## src/rtl/ham_fix_pkg.sv

```systemverilog
package ham_fix_pkg;
  localparam int SECTOR_BYTES = 512;
  localparam int BYTE_W       = 8;
  localparam int IDX_W        = $clog2(SECTOR_BYTES);
  localparam int BIT_W        = $clog2(BYTE_W);
  localparam int CODE_W       = 24;
  localparam int WORD_W       = 32;
  localparam int WEIGHT_W     = $clog2(WORD_W + 1);
  localparam logic [WORD_W-1:0] BLANK_WORD = 32'h0FFF_0FFF;

  typedef enum logic [2:0] {
    V_CLEAN    = 3'd0,
    V_FIXED    = 3'd1,
    V_CODE_BAD = 3'd2,
    V_ERASED   = 3'd3,
    V_MULTI    = 3'd4
  } verdict_e;

  typedef enum logic [1:0] {
    PH_IDLE,
    PH_EVAL,
    PH_READ,
    PH_WRITE
  } phase_e;
endpackage

```

## src/rtl/ham_code_repack.sv

```systemverilog
module ham_code_repack
  import ham_fix_pkg::*;
(
  input  logic [CODE_W-1:0] code_i,
  output logic [WORD_W-1:0] word_o
);
  always_comb begin
    word_o        = '0;
    word_o[7:0]   = code_i[7:0];
    word_o[23:16] = code_i[15:8];
    word_o[27:24] = code_i[23:20];
    word_o[11:8]  = code_i[19:16];
  end
endmodule

```

## src/rtl/ham_syndrome_classify.sv

```systemverilog
module ham_syndrome_classify
  import ham_fix_pkg::*;
#(
  parameter int SINGLE_WEIGHT = 12
) (
  input  logic [WORD_W-1:0] stored_w,
  input  logic [WORD_W-1:0] calc_w,
  output verdict_e          verdict,
  output logic [IDX_W-1:0]  loc_byte,
  output logic [BIT_W-1:0]  loc_bit
);
  logic [WORD_W-1:0]   synd;
  logic [WEIGHT_W-1:0] weight;

  assign synd = stored_w ^ calc_w;

  always_comb begin
    weight = '0;
    for (int i = 0; i < WORD_W; i++) begin
      weight = weight + WEIGHT_W'(synd[i]);
    end
  end

  always_comb begin
    if (synd == '0)
      verdict = V_CLEAN;
    else if (weight == WEIGHT_W'(SINGLE_WEIGHT))
      verdict = V_FIXED;
    else if (weight == WEIGHT_W'(1))
      verdict = V_CODE_BAD;
    else if ((stored_w == BLANK_WORD) && (calc_w == '0))
      verdict = V_ERASED;
    else
      verdict = V_MULTI;
  end

  assign loc_bit  = synd[16 +: BIT_W];
  assign loc_byte = synd[16 + BIT_W +: IDX_W];
endmodule

```

## src/rtl/ham_sector_buf.sv

```systemverilog
module ham_sector_buf #(
  parameter int DEPTH  = 512,
  parameter int DATA_W = 8,
  localparam int AW    = $clog2(DEPTH)
) (
  input  logic              clk,
  input  logic              en,
  input  logic              we,
  input  logic [AW-1:0]     addr,
  input  logic [DATA_W-1:0] wdata,
  output logic [DATA_W-1:0] rdata
);
  logic [DATA_W-1:0] mem [DEPTH];

  always_ff @(posedge clk) begin
    if (en) begin
      if (we) mem[addr] <= wdata;
      rdata <= mem[addr];
    end
  end
endmodule

```

## src/rtl/hamming_sector_fixer.sv

```systemverilog
module hamming_sector_fixer
  import ham_fix_pkg::*;
#(
  parameter int SINGLE_WEIGHT = 12
) (
  input  logic              clk,
  input  logic              rst,
  input  logic              start,
  input  logic [23:0]       stored_code,
  input  logic [23:0]       calc_code,
  input  logic              buf_en,
  input  logic              buf_we,
  input  logic [8:0]        buf_addr,
  input  logic [7:0]        buf_wdata,
  output logic [7:0]        buf_rdata,
  output logic              busy,
  output logic              done,
  output logic [2:0]        status,
  output logic [8:0]        fix_byte,
  output logic [2:0]        fix_bit
);
  phase_e                phase_q;
  logic [1:0][CODE_W-1:0] code_q;
  logic [1:0][WORD_W-1:0] word_w;
  verdict_e              verdict;
  logic [IDX_W-1:0]      cls_byte, pend_byte_q, fix_byte_q;
  logic [BIT_W-1:0]      cls_bit, pend_bit_q, fix_bit_q;
  logic [2:0]            status_q;
  logic                  done_q;

  logic                  ram_en, ram_we;
  logic [IDX_W-1:0]      ram_addr;
  logic [BYTE_W-1:0]     ram_wdata, ram_rdata, flip_mask;

  for (genvar g = 0; g < 2; g++) begin : g_repack
    ham_code_repack u_rp (
      .code_i (code_q[g]),
      .word_o (word_w[g])
    );
  end

  ham_syndrome_classify #(
    .SINGLE_WEIGHT (SINGLE_WEIGHT)
  ) u_cls (
    .stored_w (word_w[0]),
    .calc_w   (word_w[1]),
    .verdict  (verdict),
    .loc_byte (cls_byte),
    .loc_bit  (cls_bit)
  );

  always_ff @(posedge clk) begin
    if (rst) begin
      phase_q     <= PH_IDLE;
      code_q      <= '0;
      pend_byte_q <= '0;
      pend_bit_q  <= '0;
      status_q    <= 3'(V_CLEAN);
      fix_byte_q  <= '0;
      fix_bit_q   <= '0;
      done_q      <= 1'b0;
    end else begin
      done_q <= 1'b0;
      case (phase_q)
        PH_IDLE: begin
          if (start) begin
            code_q[0] <= stored_code;
            code_q[1] <= calc_code;
            phase_q   <= PH_EVAL;
          end
        end
        PH_EVAL: begin
          if (verdict == V_FIXED) begin
            pend_byte_q <= cls_byte;
            pend_bit_q  <= cls_bit;
            phase_q     <= PH_READ;
          end else begin
            status_q   <= 3'(verdict);
            fix_byte_q <= '0;
            fix_bit_q  <= '0;
            done_q     <= 1'b1;
            phase_q    <= PH_IDLE;
          end
        end
        PH_READ: phase_q <= PH_WRITE;
        PH_WRITE: begin
          status_q   <= 3'(V_FIXED);
          fix_byte_q <= pend_byte_q;
          fix_bit_q  <= pend_bit_q;
          done_q     <= 1'b1;
          phase_q    <= PH_IDLE;
        end
        default: phase_q <= PH_IDLE;
      endcase
    end
  end

  always_comb begin
    flip_mask = '0;
    flip_mask[pend_bit_q] = 1'b1;
  end

  always_comb begin
    if (phase_q != PH_IDLE) begin
      ram_en    = (phase_q == PH_READ) || (phase_q == PH_WRITE);
      ram_we    = (phase_q == PH_WRITE);
      ram_addr  = pend_byte_q;
      ram_wdata = ram_rdata ^ flip_mask;
    end else begin
      ram_en    = buf_en;
      ram_we    = buf_we;
      ram_addr  = buf_addr;
      ram_wdata = buf_wdata;
    end
  end

  ham_sector_buf #(
    .DEPTH  (SECTOR_BYTES),
    .DATA_W (BYTE_W)
  ) u_buf (
    .clk   (clk),
    .en    (ram_en),
    .we    (ram_we),
    .addr  (ram_addr),
    .wdata (ram_wdata),
    .rdata (ram_rdata)
  );

  assign buf_rdata = ram_rdata;
  assign busy      = (phase_q != PH_IDLE);
  assign done      = done_q;
  assign status    = status_q;
  assign fix_byte  = fix_byte_q;
  assign fix_bit   = fix_bit_q;
endmodule

```

## config.mk

```make
export PLATFORM = sky130hd
export DESIGN_NAME = hamming_sector_fixer
export DESIGN_NICKNAME = d
export VERILOG_FILES = /design/src/rtl/ham_fix_pkg.sv /design/src/rtl/ham_code_repack.sv /design/src/rtl/ham_syndrome_classify.sv /design/src/rtl/ham_sector_buf.sv /design/src/rtl/hamming_sector_fixer.sv
export SDC_FILE = /design/constraint.sdc
export NUM_CORES = 2
export LEC_CHECK = 0
export ABC_CLOCK_PERIOD_IN_PS = 23200
export BUFFER_PORTS_ARGS = -buffer_cell sky130_fd_sc_hd__buf_2
export CORE_UTILIZATION = 55
export DETAILED_ROUTE_END_ITERATION = 16
export PLACE_DENSITY = 0.73
export SYNTH_ARGS = -nofsm -noshare
export SYNTH_HDL_FRONTEND = slang
export SYNTH_SLANG_ARGS = --single-unit
```

## constraint.sdc

```tcl
create_clock -name clk -period 23.2 [get_ports clk]
set_input_delay 1.16 -clock clk [delete_from_list [all_inputs] [get_ports clk]]
set_output_delay 1.16 -clock clk [all_outputs]
set_load 0.005 [all_outputs]
```

# == Word level (Yosys, flattened, before mapping) ==
# Memory sizes are Yosys's and may differ from the RTL's. A register that Yosys moved wholly into a read port is not among the register bits.
# Cells that the tools add are included.
# op_classes
n_addsub,31
n_lt_le_gt_ge,2
n_eq_ne,9
mux,24
bitwise,2
reduce_logical,11
# op_table
cell,count
6-bit by 1-bit adder with 6-bit output,26
32-bit logical NOT,2
28-bit XOR,1
"6-bit by 1-bit adder with 6-bit output, second input constant",4
"24-bit equality test, second input constant",1
3-bit two-way mux,6
9-bit two-way mux,2
9-bit case mux with 2 select lines,1
3-bit case mux with 2 select lines,2
8-bit two-way mux,1
2-bit case mux with 4 select lines,1
8-bit XOR,1
1-bit two-way mux,7
"6-bit by 1-bit equality test with 1-bit output, second input constant",1
"6-bit by 4-bit equality test with 1-bit output, second input constant",1
2-bit AND reduction,3
"2-bit equality test, second input constant",2
"3-bit by 4-bit < comparator with 1-bit output, second input constant",1
2-bit two-way mux,2
"2-bit inequality test, second input constant",2
2-bit nonzero test,2
1-bit demux with 3-bit select,1
"3-bit by 1-bit equality test with 1-bit output, second input constant",1
"3-bit by 1-bit >= comparator with 1-bit output, second input constant",1
6 further kinds,7
# word_totals
ff_bits,78
ram_bits,4096
in_bits,70
output_inout_bits,25
elab_cells,89
memories,1
# mem_list
memory,depth,word_bits,read_ports,rd_ports_with_merged_regs,wr,line,rtl
u_buf.mem,512,8,1,1,1,ham_sector_buf.sv:13,logic [DATA_W-1:0] mem [DEPTH];

# == Depth between registers and ports, before layout ==
# logic_depth
depth_word,39
ltp_mapped,24
depth_no_buf,22

# == Cells and area by module ==
# A second synthesis with hierarchy kept.
# hier_totals
cells_unflattened,8178
hier_area_um2,163926.0
# by_module_without_submodules
mod,n_inst,cells_per_inst,area_each_um2,seq_area_each_um2
ham_sector_buf,1,7562,158933.7,123238.2
hamming_sector_fixer,1,409,3168.0,1561.5
ham_syndrome_classify,1,141,1336.3,0.0
ham_code_repack,2,33,244.0,0.0

# == Worst setup path after synthesis ==
# OpenSTA, ideal clock, no wires.
# synth_timing
path_type,flip-flop to flip-flop
from,reg (tool-made name)
to,"mem u_buf.mem[0][6], data pin"
setup_ps,4167
arrival_ps,21105
required_ps,19033
path_slack_ps,-2072
stages_incl_launch_ff,8
path_buffers,5
synth_period_minus_slack_ps,25272
cell_sequence,dfxtp_1 -> nor2_4 -> buf_6 -> buf_4 -> buf_2 -> clkbuf_1 -> clkbuf_1 -> o21ai_0
# synth_lines
item,line
"end, declared",ham_sector_buf.sv:13

# == Final worst setup path ==
# layout_timing
from,reg phase_q[0]
to,"reg u_buf.rdata[2] (read register of u_buf.mem), data pin"
# layout_between
elab_chain_cells,3
word_cells_on_any_way,6
classes_between,eq/ne: 2; mux: 2; reduce/logical: 2
# layout_lines
item,line,rtl
"start, declared",hamming_sector_fixer.sv:22,phase_e phase_q;
"start signal, assigned",hamming_sector_fixer.sv:54,phase_q <= PH_IDLE;
"start signal, assigned",hamming_sector_fixer.sv:69,phase_q <= PH_EVAL;
"start signal, assigned",hamming_sector_fixer.sv:76,phase_q <= PH_READ;
2-bit equality test,hamming_sector_fixer.sv:105,ram_en = (phase_q == PH_READ) || (phase_q == PH_WRITE);
1-bit logical OR,hamming_sector_fixer.sv:105,
1-bit two-way mux,hamming_sector_fixer.sv:104,if (phase_q != PH_IDLE) begin
"end, declared",ham_sector_buf.sv:11,output logic [DATA_W-1:0] rdata
# Several ways; a longest one is shown, not always the timed one.
# A chain may end at the register's enable or synchronous reset.

==> results by stage <==
Floorplanning:
- The die covers 0.286 sq mm.
- The floorplan row count is between 150 and 200.
- The core box area is about 0.28 sq mm.
- The starting utilization of the core area is about 55%.
- The die is between 500 and 600 microns tall.
- In this run the count of I/O pins placed on the die edge is 95.
- The die is ~540 microns wide.

Yosys:
- The number of nets produced by synthesis is roughly 9400.
- Ranked by instance count, the synthesized netlist is headed by sky130_fd_sc_hd__edfxtp_1 (4104), sky130_fd_sc_hd__a22oi_1 (2057), sky130_fd_sc_hd__a21oi_1 (1100).
- The synthesized design contains between 4000 and 5000 register bits.
- The total number of yosys warnings is 0.
- The commonest register cell after synthesis is sky130_fd_sc_hd__edfxtp_1.
- The share of synthesized flip-flops with an asynchronous set or reset is 0%.
- After synthesis, the largest area contributor takes up approximately four fifths of total cell area.
- Yosys attributes the largest share of cell area to sky130_fd_sc_hd__edfxtp_1 (79%), sky130_fd_sc_hd__a22oi_1 (9.9%), sky130_fd_sc_hd__a21oi_1 (3.5%).
- Summing the sequential cell areas from Yosys gives 79.8% of the chip area.
- Counting flops with a built-in enable in the synthesized netlist gives about 4000.
- The most used standard cell by instance count after synthesis is sky130_fd_sc_hd__edfxtp_1.
- The total standard cell area after synthesis is 0.156 sq mm.
- The synthesized area per cell is approximately 17 sq um.
- Summed over all instances, the cell type with the most area after synthesis is sky130_fd_sc_hd__edfxtp_1.
- The post-synthesis cell count is 9324.
- The number of distinct library cell variants in the gate-level netlist after synthesis is 55.

Clocking:
- In this run the deepest clock path goes through 4 buffers.
- The TritonCTS buffer count is 390.
- The buffer type at the clock tree root is sky130_fd_sc_hd__clkbuf_16.
- The clock input transition at the sequential cells of the worst setup and hold paths is roughly 0.070 ns.
- For this design, the sink count on the clock tree is around 4200.
- Post-CTS timing repair inserted 0 buffers for setup.
- In this run, post-CTS repair resized a total of 0 instances.
- The clock tree synthesis step divided the H-tree into 5 levels.
- The CTS tree is built.
- The clock insertion delay at the later pin of the skew report is approximately 0.9 ns.
- The hold buffer count at CTS is 0.

Timing:
- The number of hold-slack violations in the final timing report was 0.
- For the pin with the worst max-slew slack, the measured transition is around 1.4 ns.
- For the final routed database, the setup TNS stands at 0 ns.
- Of the available clock period, the critical path in the final layout requires a little under a third.
- The clock period minus worst slack is between 7 and 8 ns.
- Setup repair after global routing left no endpoint under its margin.
- Static timing analysis puts the maximum clock frequency at 0.136 GHz.
- The worst pin sits at a relative slew slack of around 5.3%.
- The number of slew-limit violations in the final report is 0.
- The total of endpoints with negative setup slack in the final report is 0.
- Clock skew on the completed layout was measured at 0.0345 ns.

Worst setup path:
- For this design, the slowest cell found on the critical path is sky130_fd_sc_hd__buf_4.
- The endpoint identified for the worst register-to-register timing path is u_buf.rdata[2].
- The critical path goes through nor2_4, buf_4, inv_2, o21ai_4, buf_4, buf_12, buf_4, buf_4, buf_4, a22oi_1, a21oi_1, o41ai_1, nand4_1, a21oi_1, nand4_1.
- The worst setup path is launched from a flop.
- The worst setup path is of the flop to flop kind.
- The worst register-to-register path has a depth of 15.
- The reg2reg setup slack is between 15 and 20 ns.
- The worst path arrival time is about 8 ns.
- The worst reg2reg path startpoint is phase_q[0].
- Along the worst path, the maximum fanout reaches around 160.
- The data required time at the worst endpoint is between 20 and 25 ns.
- Broken down by cell family, the worst path's largest delay share belongs to buffers and inverters.
- The sum of buffers and inverters on the critical path is 7.
- The worst stage delay on the critical path is around 0.84 ns.
- The most used cell along the critical path is sky130_fd_sc_hd__buf_4.
- The kind of end point of the critical path is a flop.

GRT:
- The pin count of the biggest net entering global routing is 204.
- Global routing finished with a remaining overflow of 0.
- The via count of the first global-routing pass is 87443.
- The number of antenna violations at the first check in global routing is 18.
- The first global-routing pass estimated around 590000 microns of wire.
- Global routing used roughly 28% of the available tracks.

Placement:
- The count of port buffers added during placement is 94.
- At the end of routability-driven placement, the weighted congestion stood at 0.867.
- Detailed placement finished with a half-perimeter wire length of roughly 230000 microns.

Drt:
- The residual DRC count is 0.
- The detailed router finished its first iteration with between 10000 and 15000 violations.
- The total number of vias is 90931.
- In this run the remaining antenna-violating nets after routing total 0.
- The final routed wire length divided by cell count is just over 30 microns.
- The first TritonRoute pass finished after 7 iterations.
- The sum of routed wire length over all layers is approximately 400000 microns.
- The via density per instance is approximately 6.8.

Final layout:
- Relative to the synthesized area, the layout overhead comes to 10.3%.
- The share of layout cells above drive strength 1 is under 10%.
- The area of the multi-input gates is 0.0284 sq mm.
- At the end of the flow, the number of nets in the layout was between 9000 and 10000.
- Across the whole layout, storage elements account for around 0.12 sq mm.
- At the end of the flow the core is filled with cells to between 60 and 70%.
- The filler cell count is a little under 20000.

Worst hold path:
- The startpoint identified for the worst hold timing path is status[2].
- Along the worst hold path, the cell count comes to 2.
- The hold path endpoint is status[2].
- The min-delay analysis places its worst path in the category flop to flop.

Power and ir drop:
- For this design the static power due to leakage is 51.9 nW.
- Across the VDD grid, the largest voltage drop is around 0.000092 V.
- The ratio of total power to cell area is slightly below 100 mW/mm^2.

Run status:
- The flow ran to the end, and the final reports show no timing, DRC or antenna violations.

Job:
- Across the run, the number of max-cap violations was 0.
-- tightest hold or removal path, cell delays in order (launching register included) --
cell                       delay (ns)
sky130_fd_sc_hd__dfxtp_1         0.31
sky130_fd_sc_hd__nand2b_1        0.06
sky130_fd_sc_hd__a21oi_1         0.06
-- metal layers --
metal | vias to the layer above | GRT usage, % | share of wire (%)
met2 | 6199 | 43.4 | 47
met4 | 22 | 13.5 | 5.5
met5 | - | 0 | 0.035
li1 | 38113 | - | -
met3 | 1041 | 5.51 | 11
met1 | 45556 | 37.6 | 36
-- registers in the layout (all words and copies together) (netlist names), 3 cells and up, named ones only --
signal and flops:
status 3, pend_byte_q 9, u_buf.rdata 8, pend_bit_q 3
fix_bit 3, code_q 48, u_buf.mem 4096, fix_byte 9
-- final cells by class --
type                       count  area share, %
multi-input combinational   4385           16.5
clock buffer                 479           5.99
tap                         3743           2.71
sequential                  4182           72.3
inverter                      38         0.0827
clock inverter               223           1.32
antenna                        5        0.00725
timing repair buffer         249           1.06
-- logic make-up after synthesis --
| logic type | synth area share, % |
|---|---|
| compound gates | 15.2 |
| xor+xnor | 0.190 |
| fa+ha+maj | 0.282 |
| buf+inv | 2.23 |
| flops | 79.8 |
| mux | 0.0768 |
| simple gates | 2.22 |
-- worst max-delay path by stage --
stage,startpoint,end,cells after the start
floorplan,flop,u_buf.mem[0][5],6
global placement,buf_addr[1],u_buf.rdata[2],14
detailed placement,buf_addr[1],u_buf.rdata[6],14
CTS,phase_q[0],u_buf.rdata[2],15
global route,flop,u_buf.rdata[6],15
finish,phase_q[0],u_buf.rdata[2],15
-- layout by cell type, fill, tap and decap left out, types with 18 or more instances in the layout --
cell	instances
sky130_fd_sc_hd__clkinv_2	71
sky130_fd_sc_hd__clkbuf_16	401
sky130_fd_sc_hd__clkbuf_1	78
sky130_fd_sc_hd__edfxtp_1	4104
sky130_fd_sc_hd__inv_1	37
sky130_fd_sc_hd__nand4_1	57
sky130_fd_sc_hd__nor2_1	543
sky130_fd_sc_hd__buf_2	94
sky130_fd_sc_hd__a41oi_1	23
sky130_fd_sc_hd__xnor2_1	18
sky130_fd_sc_hd__buf_4	140
sky130_fd_sc_hd__a22oi_1	2057
sky130_fd_sc_hd__clkinv_1	73
sky130_fd_sc_hd__a21oi_1	1100
sky130_fd_sc_hd__bufinv_16	43
sky130_fd_sc_hd__o41ai_1	248
sky130_fd_sc_hd__dfxtp_1	78
sky130_fd_sc_hd__nand2_1	151
-- per-stage QoR --
step	hold WS, ns	cell area (sq um)	instances	power, mW	worst slack (ns)
after CTS	0.455	172000	13299	17.1	16.08
after floorplan	0.456	156000	9324	10.8	-1.86
final	0.474	172000	13304	17.1	15.86
after detailed placement	0.455	160000	12597	10.8	15.78
after global placement	0.455	160000	12597	10.8	15.81
after global routing	0.494	172000	13303	17.5	15.68
-- power by group --
group	internal (mW)	leakage [nW]	switching, mW	total [mW]
clock network	3.64	6.16	2.72	6.36
logic	0.427	8.11	1.52	1.94
registers	8.73	37.7	0.0331	8.77
Power figures use the tool's default switching activity.
